### src/rtl/cmt_pkg.sv
package cmt_pkg;

  // Command codes seen on req_cmd
  typedef enum logic [2:0] {
    CMD_READ  = 3'd0,
    CMD_WRITE = 3'd1,
    CMD_SWAP  = 3'd2,
    CMD_CSWAP = 3'd3,
    CMD_EVICT = 3'd4,
    CMD_INVAL = 3'd5,
    CMD_CLEAN = 3'd6,
    CMD_RSVD  = 3'd7
  } cmd_e;

  // Internal action chosen for an accepted request
  typedef enum logic [2:0] {
    ACT_DROP  = 3'd0,
    ACT_READ  = 3'd1,
    ACT_WRITE = 3'd2,
    ACT_SWAP  = 3'd3,
    ACT_CSWAP = 3'd4,
    ACT_MAINT = 3'd5,
    ACT_ERROR = 3'd6
  } act_e;

endpackage

### src/rtl/cmt_decode.sv
module cmt_decode
  import cmt_pkg::*;
#(
  parameter int                ADDR_W     = 32,
  parameter logic [ADDR_W-1:0] WIN_BASE   = 'h1000,
  parameter int                WIN_BYTES  = 256,
  parameter int                DATA_BYTES = 8,
  localparam int LANE_W = $clog2(DATA_BYTES),
  localparam int SIZE_W = $clog2(LANE_W + 1),
  localparam int ROWS   = WIN_BYTES / DATA_BYTES,
  localparam int ROW_W  = $clog2(ROWS)
) (
  input  logic [2:0]        cmd,
  input  logic [ADDR_W-1:0] addr,
  input  logic [SIZE_W-1:0] size,
  input  logic              serviced,
  input  logic              ifetch,
  output act_e              act,
  output logic [LANE_W:0]   nbytes,
  output logic [LANE_W-1:0] off,
  output logic [ROW_W-1:0]  row
);

  logic [ADDR_W-1:0] rel;
  logic [ADDR_W:0]   span_end;
  logic              oversize;
  logic              in_win;
  logic              cas_size_ok;
  logic              ok;

  assign rel      = addr - WIN_BASE;
  assign oversize = (int'(size) > LANE_W);
  assign nbytes   = oversize ? '0 : ((LANE_W+1)'(1) << size);
  assign span_end = {1'b0, rel} + {{(ADDR_W-LANE_W){1'b0}}, nbytes};
  assign in_win   = (addr >= WIN_BASE) && (span_end <= (ADDR_W+1)'(WIN_BYTES));
  assign ok       = in_win && !oversize;
  assign off      = rel[LANE_W-1:0];
  assign row      = rel[LANE_W +: ROW_W];
  assign cas_size_ok = (nbytes == (LANE_W+1)'(4)) || (nbytes == (LANE_W+1)'(8));

  always_comb begin
    act = ACT_DROP;
    if (!serviced) begin
      case (cmd_e'(cmd))
        CMD_EVICT: act = ACT_DROP;
        CMD_READ:  act = ok ? ACT_READ : ACT_ERROR;
        CMD_WRITE: act = ok ? ACT_WRITE : ACT_ERROR;
        CMD_SWAP:  act = (ok && !ifetch) ? ACT_SWAP : ACT_ERROR;
        CMD_CSWAP: act = (ok && !ifetch && cas_size_ok) ? ACT_CSWAP : ACT_ERROR;
        CMD_INVAL,
        CMD_CLEAN: act = ok ? ACT_MAINT : ACT_ERROR;
        default:   act = ACT_ERROR;
      endcase
    end
  end

endmodule

### src/rtl/cmt_lane_ram.sv
module cmt_lane_ram #(
  parameter int ROWS  = 32,
  parameter int ROW_W = $clog2(ROWS)
) (
  input  logic             clk,
  input  logic             we,
  input  logic [ROW_W-1:0] addr,
  input  logic [7:0]       wdata,
  output logic [7:0]       rdata
);

  logic [7:0] mem [ROWS];

  always_ff @(posedge clk) begin
    if (we) mem[addr] <= wdata;
  end

  // Asynchronous read: old value is visible in the cycle it is replaced
  assign rdata = mem[addr];

endmodule

### src/rtl/cmt_resp_reg.sv
module cmt_resp_reg #(
  parameter int DATA_W = 64
) (
  input  logic              clk,
  input  logic              rst,
  input  logic              load,
  input  logic [DATA_W-1:0] load_data,
  input  logic              resp_ready,
  output logic              resp_valid,
  output logic [DATA_W-1:0] resp_data
);

  always_ff @(posedge clk) begin
    if (rst) begin
      resp_valid <= 1'b0;
      resp_data  <= '0;
    end else if (load) begin
      resp_valid <= 1'b1;
      resp_data  <= load_data;
    end else if (resp_valid && resp_ready) begin
      resp_valid <= 1'b0;
    end
  end

endmodule

### src/rtl/cas_mem_target.sv
module cas_mem_target
  import cmt_pkg::*;
#(
  parameter int                ADDR_W     = 32,
  parameter logic [ADDR_W-1:0] WIN_BASE   = 'h1000,
  parameter int                WIN_BYTES  = 256,
  parameter int                DATA_BYTES = 8,
  localparam int LANE_W = $clog2(DATA_BYTES),
  localparam int SIZE_W = $clog2(LANE_W + 1),
  localparam int DATA_W = 8 * DATA_BYTES,
  localparam int ROWS   = WIN_BYTES / DATA_BYTES,
  localparam int ROW_W  = $clog2(ROWS)
) (
  input  logic              clk,
  input  logic              rst,
  input  logic              req_valid,
  output logic              req_ready,
  input  logic [2:0]        req_cmd,
  input  logic [ADDR_W-1:0] req_addr,
  input  logic [SIZE_W-1:0] req_size,
  input  logic [DATA_W-1:0] req_wdata,
  input  logic [DATA_W-1:0] req_cmp,
  input  logic              req_need_resp,
  input  logic              req_serviced,
  input  logic              req_ifetch,
  output logic              resp_valid,
  input  logic              resp_ready,
  output logic [DATA_W-1:0] resp_data,
  output logic              err_o
);

  act_e              act;
  logic [LANE_W:0]   nbytes;
  logic [LANE_W-1:0] off;
  logic [ROW_W-1:0]  row;
  logic              accept;
  logic              do_write;
  logic              cas_hit;
  logic              resp_load;
  logic [DATA_W-1:0] old_data;
  logic [DATA_W-1:0] byte_mask;
  logic [DATA_W-1:0] resp_payload;
  logic [7:0]        rd_lane [DATA_BYTES];

  assign req_ready = !resp_valid;
  assign accept    = req_valid && req_ready;

  cmt_decode #(
    .ADDR_W(ADDR_W), .WIN_BASE(WIN_BASE),
    .WIN_BYTES(WIN_BYTES), .DATA_BYTES(DATA_BYTES)
  ) u_dec (
    .cmd(req_cmd), .addr(req_addr), .size(req_size),
    .serviced(req_serviced), .ifetch(req_ifetch),
    .act(act), .nbytes(nbytes), .off(off), .row(row)
  );

  // Byte lanes: lane j holds every byte whose window offset is j mod DATA_BYTES
  for (genvar j = 0; j < DATA_BYTES; j++) begin : g_lane
    localparam logic [LANE_W-1:0] JIDX = LANE_W'(j);
    logic [LANE_W-1:0] pos;
    logic [ROW_W-1:0]  lrow;
    logic              used;
    assign pos  = JIDX - off;
    assign lrow = (JIDX < off) ? row + ROW_W'(1) : row;
    assign used = ({1'b0, pos} < nbytes);
    cmt_lane_ram #(.ROWS(ROWS), .ROW_W(ROW_W)) u_ram (
      .clk(clk),
      .we(do_write && used),
      .addr(lrow),
      .wdata(req_wdata[8*pos +: 8]),
      .rdata(rd_lane[j])
    );
  end

  // Rotate lanes back into access order and zero the unused upper bytes
  for (genvar k = 0; k < DATA_BYTES; k++) begin : g_byte
    logic [LANE_W-1:0] src;
    logic              live;
    assign src  = off + LANE_W'(k);
    assign live = ({1'b0, LANE_W'(k)} < nbytes);
    assign old_data[8*k +: 8]  = live ? rd_lane[src] : 8'h00;
    assign byte_mask[8*k +: 8] = live ? 8'hFF : 8'h00;
  end

  assign cas_hit  = ((old_data ^ req_cmp) & byte_mask) == '0;
  assign do_write = accept && ((act == ACT_WRITE) || (act == ACT_SWAP) ||
                               ((act == ACT_CSWAP) && cas_hit));

  assign resp_load = accept && req_need_resp &&
                     ((act == ACT_READ) || (act == ACT_WRITE) || (act == ACT_SWAP) ||
                      (act == ACT_CSWAP) || (act == ACT_MAINT));
  assign resp_payload = ((act == ACT_READ) || (act == ACT_SWAP) || (act == ACT_CSWAP))
                        ? old_data : '0;

  cmt_resp_reg #(.DATA_W(DATA_W)) u_resp (
    .clk(clk), .rst(rst),
    .load(resp_load), .load_data(resp_payload),
    .resp_ready(resp_ready),
    .resp_valid(resp_valid), .resp_data(resp_data)
  );

  always_ff @(posedge clk) begin
    if (rst)                          err_o <= 1'b0;
    else if (accept && act == ACT_ERROR) err_o <= 1'b1;
  end

endmodule

### config.mk
export PLATFORM = sky130hd
export DESIGN_NAME = cas_mem_target
export DESIGN_NICKNAME = d
export VERILOG_FILES = /design/src/rtl/cmt_pkg.sv /design/src/rtl/cmt_decode.sv /design/src/rtl/cmt_lane_ram.sv /design/src/rtl/cmt_resp_reg.sv /design/src/rtl/cas_mem_target.sv
export SDC_FILE = /design/constraint.sdc
export NUM_CORES = 2
export LEC_CHECK = 0
export BUFFER_PORTS_ARGS = -buffer_cell sky130_fd_sc_hd__buf_2
export CAP_MARGIN = 20
export CORE_UTILIZATION = 30
export CTS_CLUSTER_SIZE = 24
export DETAILED_ROUTE_END_ITERATION = 16
export SETUP_SLACK_MARGIN = 0.3
export SYNTH_ARGS = -nofsm -noshare
export SYNTH_HDL_FRONTEND = slang
export SYNTH_HIERARCHICAL = 1
export SYNTH_SLANG_ARGS = --single-unit
export TNS_END_PERCENT = 50
### constraint.sdc
create_clock -name clk -period 14.71 [get_ports clk]
set_input_delay 1.471 -clock clk [delete_from_list [all_inputs] [get_ports clk]]
set_output_delay 1.471 -clock clk [all_outputs]
set_load 0.02 [all_outputs]
## Word-level counts from Yosys, hierarchy flattened

Memory sizes are Yosys's and may differ from the RTL's.
Index checks and enable logic that the tools add are counted.

| storage, ports and cells | value |
|---|---|
| register bits after elaboration | 66 |
| input bits | 172 |
| RAM bits | 2,048 |
| memories kept | 8 |
| output and inout bits | 67 |
| logic and storage cells | 203 |

| operators by class | value |
|---|---|
| order comparisons | 34 |
| $add $sub $neg | 18 |
| mux-type cells | 74 |
| equality and inequality tests | 14 |
| reduce and logical (&&, ||, !) cells | 33 |
| shift-type cells | 9 |
| bitwise operators | 10 |

Memories:

| name | depth | width | rd ports | clocked after Yosys merged registers in | wr ports | RTL line | text |
|---|---|---|---|---|---|---|---|
| g_lane[0].u_ram.mem | 32 | 8 | 1 | 0 | 1 | cmt_lane_ram.sv:12 | `logic [7:0] mem [ROWS];` |
| g_lane[1].u_ram.mem | 32 | 8 | 1 | 0 | 1 | cmt_lane_ram.sv:12 |  |
| g_lane[2].u_ram.mem | 32 | 8 | 1 | 0 | 1 | cmt_lane_ram.sv:12 |  |
| g_lane[3].u_ram.mem | 32 | 8 | 1 | 0 | 1 | cmt_lane_ram.sv:12 |  |
| g_lane[4].u_ram.mem | 32 | 8 | 1 | 0 | 1 | cmt_lane_ram.sv:12 |  |
| g_lane[5].u_ram.mem | 32 | 8 | 1 | 0 | 1 | cmt_lane_ram.sv:12 |  |
| +2 memories | -- | -- | -- | -- | -- | -- |  |

Operators with widths:

| cell | count |
|---|---|
| indexed part select 64 x 7 -> 8 bit | 8 |
| 2-to-1 mux 8 bit | 32 |
| binary-select mux 8 bit (select 3 bit) | 8 |
| AND 64 bit | 1 |
| logical NOT 64 bit | 1 |
| 2-to-1 mux 64 bit | 1 |
| XOR 64 bit | 1 |
| 2-to-1 mux 5 bit | 8 |
| adder 32 x 4 -> 33 bit | 1 |
| less-or-equal comparator 33 x 9 -> 1 bit (second input constant) | 1 |
| >= comparator 32 x 13 -> 1 bit (second input constant) | 1 |
| >= comparator 4 bit (second input constant) | 8 |
| less-than comparator 3 x 4 -> 1 bit | 8 |
| inverter 3 -> 4 bit | 8 |
| subtractor 32 x 13 -> 32 bit (second input constant) | 1 |
| == test 3 bit (second input constant) | 6 |
| logical AND 1 bit | 18 |
| 2-to-1 mux 1 bit | 18 |
| case mux 3 bit (6 select lines) | 1 |
| less-than comparator 3 x 4 -> 1 bit (first input constant) | 4 |
| adder 3 bit (second input constant) | 4 |
| == test 3 x 2 -> 1 bit (second input constant) | 4 |
| less-than comparator 3 bit (first input constant) | 4 |
| 2-to-1 mux 3 bit | 4 |
| other kinds (20) | 41 |

## Logic depth before layout (Yosys ltp)

An unclocked memory read counts as a cell.

| depth | value |
|---|---|
| word-level depth | 17 |
| depth in mapped cells | 31 |
| gate-level depth less buffers | 20 |

## Modules after synthesis

The synthesis kept the hierarchy.

By module, submodules not included:

| module | times used | cells an instance | area each (um2) | seq. area each (um2) |
|---|---|---|---|---|
| cmt_lane_ram | 8 | 568 | 10,045.9 | 7,687.4 |
| cas_mem_target | 1 | 993 | 8,496.9 | 20.0 |
| cmt_resp_reg | 1 | 210 | 2,344.7 | 1,301.2 |
| cmt_decode | 1 | 265 | 1,775.5 | 0.0 |

## Worst setup path before layout

Ideal clock, no wire load.

| path | value |
|---|---|
| kind | in2reg |
| start point | input req_addr[1] |
| end point | memory g_lane[1].u_ram.mem[24][0], enable pin |
| cell stages on the path | 30 |
| slack | 5.831 ns |
| data required time | 14.327 ns |
| setup time | 0.383 ns |
| data arrival time | 8.496 ns |
| path buffers | 12 |
| cells stage by stage | buf_4 > buf_6 > buf_6 > buf_8 > buf_6 > buf_6 > clkbuf_1 > inv_1 > ha_1 > clkbuf_1 > a21oi_1 > mux2_2 > clkbuf_1 > buf_2 > buf_2 > mux2i_1 > o22ai_1 > nor4_1 > nand2_1 > mux2_1 > mux4_2 > or4b_1 > o32ai_1 > o211a_1 > a32o_1 > o21ai_2 > o32ai_1 > or3b_2 > clkbuf_1 > nor3_1 |

RTL lines:

| what | RTL line | text |
|---|---|---|
| from (decl) | cas_mem_target.sv:19 | `input logic [ADDR_W-1:0] req_addr,` |
| to (decl) | cmt_lane_ram.sv:12 |  |

==> flow_metrics.env <==
export IMPL_outcome="completed"
export IMPL_synthTopCellsByArea="edfxtp_1, mux2i_1, o22ai_1, mux4_2, nor2_1"
export IMPL_antenna_found_initial=40
export IMPL_synthMuxAreaShare=0.164
export IMPL_avgSynthCellArea_um2=15.5
export IMPL_post_dp_hpwl_mm=193
export IMPL_grt_pass1_wl_mm=390
export IMPL_synthAdderAreaFrac=0.00371
export IMPL_power_leakage_nw=36.3
export IMPL_pre_cts_slack_ps=3000
export IMPL_critical_path_class="input pin to flip-flop"
export IMPL_tightest_slew_ps=1240
export IMPL_synthesis_nets=6211
export IMPL_min_path_type="flip-flop to flip-flop"
export IMPL_drc=0
export IMPL_die_area_mm2=0.312
export IMPL_wl_mm=276
export IMPL_ios=239
export IMPL_synth_enable_flop_cells=2048
export IMPL_ctsHtreeMaxLevel=4
export IMPL_finalHoldViolCount=0
export IMPL_period_share=0.746
export IMPL_yosys_area_share_simple=0.0739
export IMPL_arrival_ps=11460
export IMPL_ant_nets=0
export IMPL_grt_pass1_vias=54046
export IMPL_drt_pass1_iter_count=6
export IMPL_syn_inst=6012
export IMPL_p_per_area_mw_per_mm2=135
export IMPL_slew_viol_final=0
export IMPL_fmax_ghz=0.0911
export IMPL_timing_slew_headroom=0.165
export IMPL_die_w_um=559
export IMPL_yosysMostFrequentCell="edfxtp_1"
export IMPL_port_buffers=238
export IMPL_viasPerCell=5.25
export IMPL_num_vias=55318
export IMPL_nets=6425
export IMPL_cts_root_buf="clkbuf_16"
export IMPL_end_kind="flip-flop"
export IMPL_synth_seq_cells=2114
export IMPL_fin_util=0.343
export IMPL_track_usage=0.172
export IMPL_grt_max_degree=108
export IMPL_yosysSeqAreaShare=0.676
export IMPL_clock_sinks=2114
export IMPL_grt_setup_unrepaired="no"
export IMPL_drive_gt1_frac=0.149
export IMPL_cp_required_ps=15200
export IMPL_synth_top_area_cell="edfxtp_1"
export IMPL_ys_warn_count=6
export IMPL_netlist_area_mm2=0.0930
export IMPL_cts_tree="done"
export IMPL_fp_dieH_um=559
export IMPL_path_max_fanout=55
export IMPL_synth_ff_type="edfxtp_1"
export IMPL_fp_coreArea_mm2=0.309
export IMPL_drv_cap=0
export IMPL_cts_buffers=213
export IMPL_synth_xor_area_frac=0.00829
export IMPL_synth_compound_area_share=0.0505
export IMPL_synthTopCellsByCount="edfxtp_1, mux2i_1, o22ai_1"
export IMPL_start_kind="input pin"
export IMPL_placed_cell_area_mm2=0.0986
export IMPL_num_rows=204
export IMPL_fin_cells=10537
export IMPL_path_clk_slew_ps=60
export IMPL_ctsHoldBuffers=0
export IMPL_place_gp_congestion=0.941
export IMPL_async_flop_share=0
export IMPL_wire_per_inst_um=26.2
export IMPL_min_period_ps=10980
export IMPL_start_util=0.301
export IMPL_placedCellCount=10107
export IMPL_irDropWorstVdd_uv=97.8
export IMPL_setup_viol=0
export IMPL_drt_first_iter_violations=5546
export IMPL_layout_setup_ws_ps=3730
export IMPL_stdcell_area_mm2=0.106
export IMPL_grt_overflow=0
export IMPL_fin_skew_ps=56.6
export IMPL_synth_top_family_by_area="multiplexers"
export IMPL_syn2layout_area_growth_pct=13.9
export IMPL_cts_setup_buffers=0
export IMPL_clock_path_buffers=4
export IMPL_yosysUniqueCellTypes=101
export IMPL_worst_skew_pair_late_latency_ps=890
export IMPL_netlist_area_leader_share=0.661
export IMPL_setup_tns_final_ps=0
export IMPL_rrSetupSlack_ps=7060
export IMPL_ctsResizeCount=0
==> critical path: stages <==
cell and delay [ps]:
buf_6 450, ha_1 270, inv_1 40, o21ai_0 850, nand2_1 230, nand2_4 660
buf_4 670, mux2i_1 250, o22ai_1 150, nor4_1 580, nand2_1 350, mux4_1 670
mux2i_1 490, xnor2_1 160, nor4_2 260, a41oi_1 340, a2111oi_4 820, nand4_1 150
o21ai_0 1000, nand3b_1 550, nor2_1 840
==> per-layer routing <==
layer	GRT usage	share of wire	up-vias
met1	0.211	0.38	28193
met2	0.281	0.48	2294
met3	0.0399	0.084	492
li1	-	-	24335
met4	0.0918	0.057	4
met5	0	0.000098	-
==> kinds of logic (layout without fill, tap and decap cells) <==
kind of cell	Yosys count	after routing
fa+ha+maj	27	27
simple gates	1298	1298
mux	1349	1349
compound gates	712	712
other cells	0	19
xor+xnor	85	85
flops	2114	2114
buf+inv	427	813
==> worst paths after layout <==
kind,startpoint,end,cells past startpoint
max,req_addr[1],g_lane[3].u_ram/mem[30][5],21
min reg2reg,u_resp/resp_data[40],u_resp/resp_data[40],2
max reg2reg,g_lane[7].u_ram/mem[0][4],g_lane[3].u_ram/mem[30][5],14
min,u_resp/resp_data[40],u_resp/resp_data[40],2
==> area by class of cell <==
| class | count | area, um^2 |
|---|---|---|
| Antenna cell | 19 | 47.5 |
| Clock inverter | 139 | 1490 |
| Sequential cell | 2114 | 62800 |
| Multi-Input combinational cell | 3471 | 28200 |
| Timing Repair Buffer | 397 | 2610 |
| Clock buffer | 248 | 5460 |
| Tap cell | 4120 | 5150 |
| Inverter | 29 | 114 |
| Fill cell | 29315 | 203000 |
==> state kept, by name (all words and copies together), names as in the netlist <==
register and flops:
g_lane.u_ram/mem 2048, u_resp/resp_data 64, err_o 1, u_resp/resp_valid 1
==> power breakdown <==
part,switching (W),internal (W)
clock network,0.00231,0.00313
logic,0.00139,0.000616
registers,0.00000452,0.00681
total,0.00371,0.0106
==> cells in the final DEF (no fill, tap or decap), types with 36 or more instances in the layout <==
cell,n
a21oi_1,59
buf_2,243
buf_4,124
clkbuf_16,213
clkinv_1,39
clkinv_2,44
dfxtp_1,66
edfxtp_1,2048
mux2i_1,1191
mux4_2,125
nand2_1,347
nand3_1,36
nand3b_1,39
nand4b_1,37
nand4bb_1,41
nor2_1,385
nor3_1,59
nor4_1,137
o22ai_1,509
xnor2_1,42
==> metrics by stage <==
step	power [W]	hold WS, ps
6_report	0.0143	495
5_1_grt	0.0147	514
4_1_cts	0.0143	497
3_5_place_dp	0.00891	482
3_3_place_gp	0.00888	473
2_1_floorplan	0.00809	570
Power figures use the tool's default switching activity.
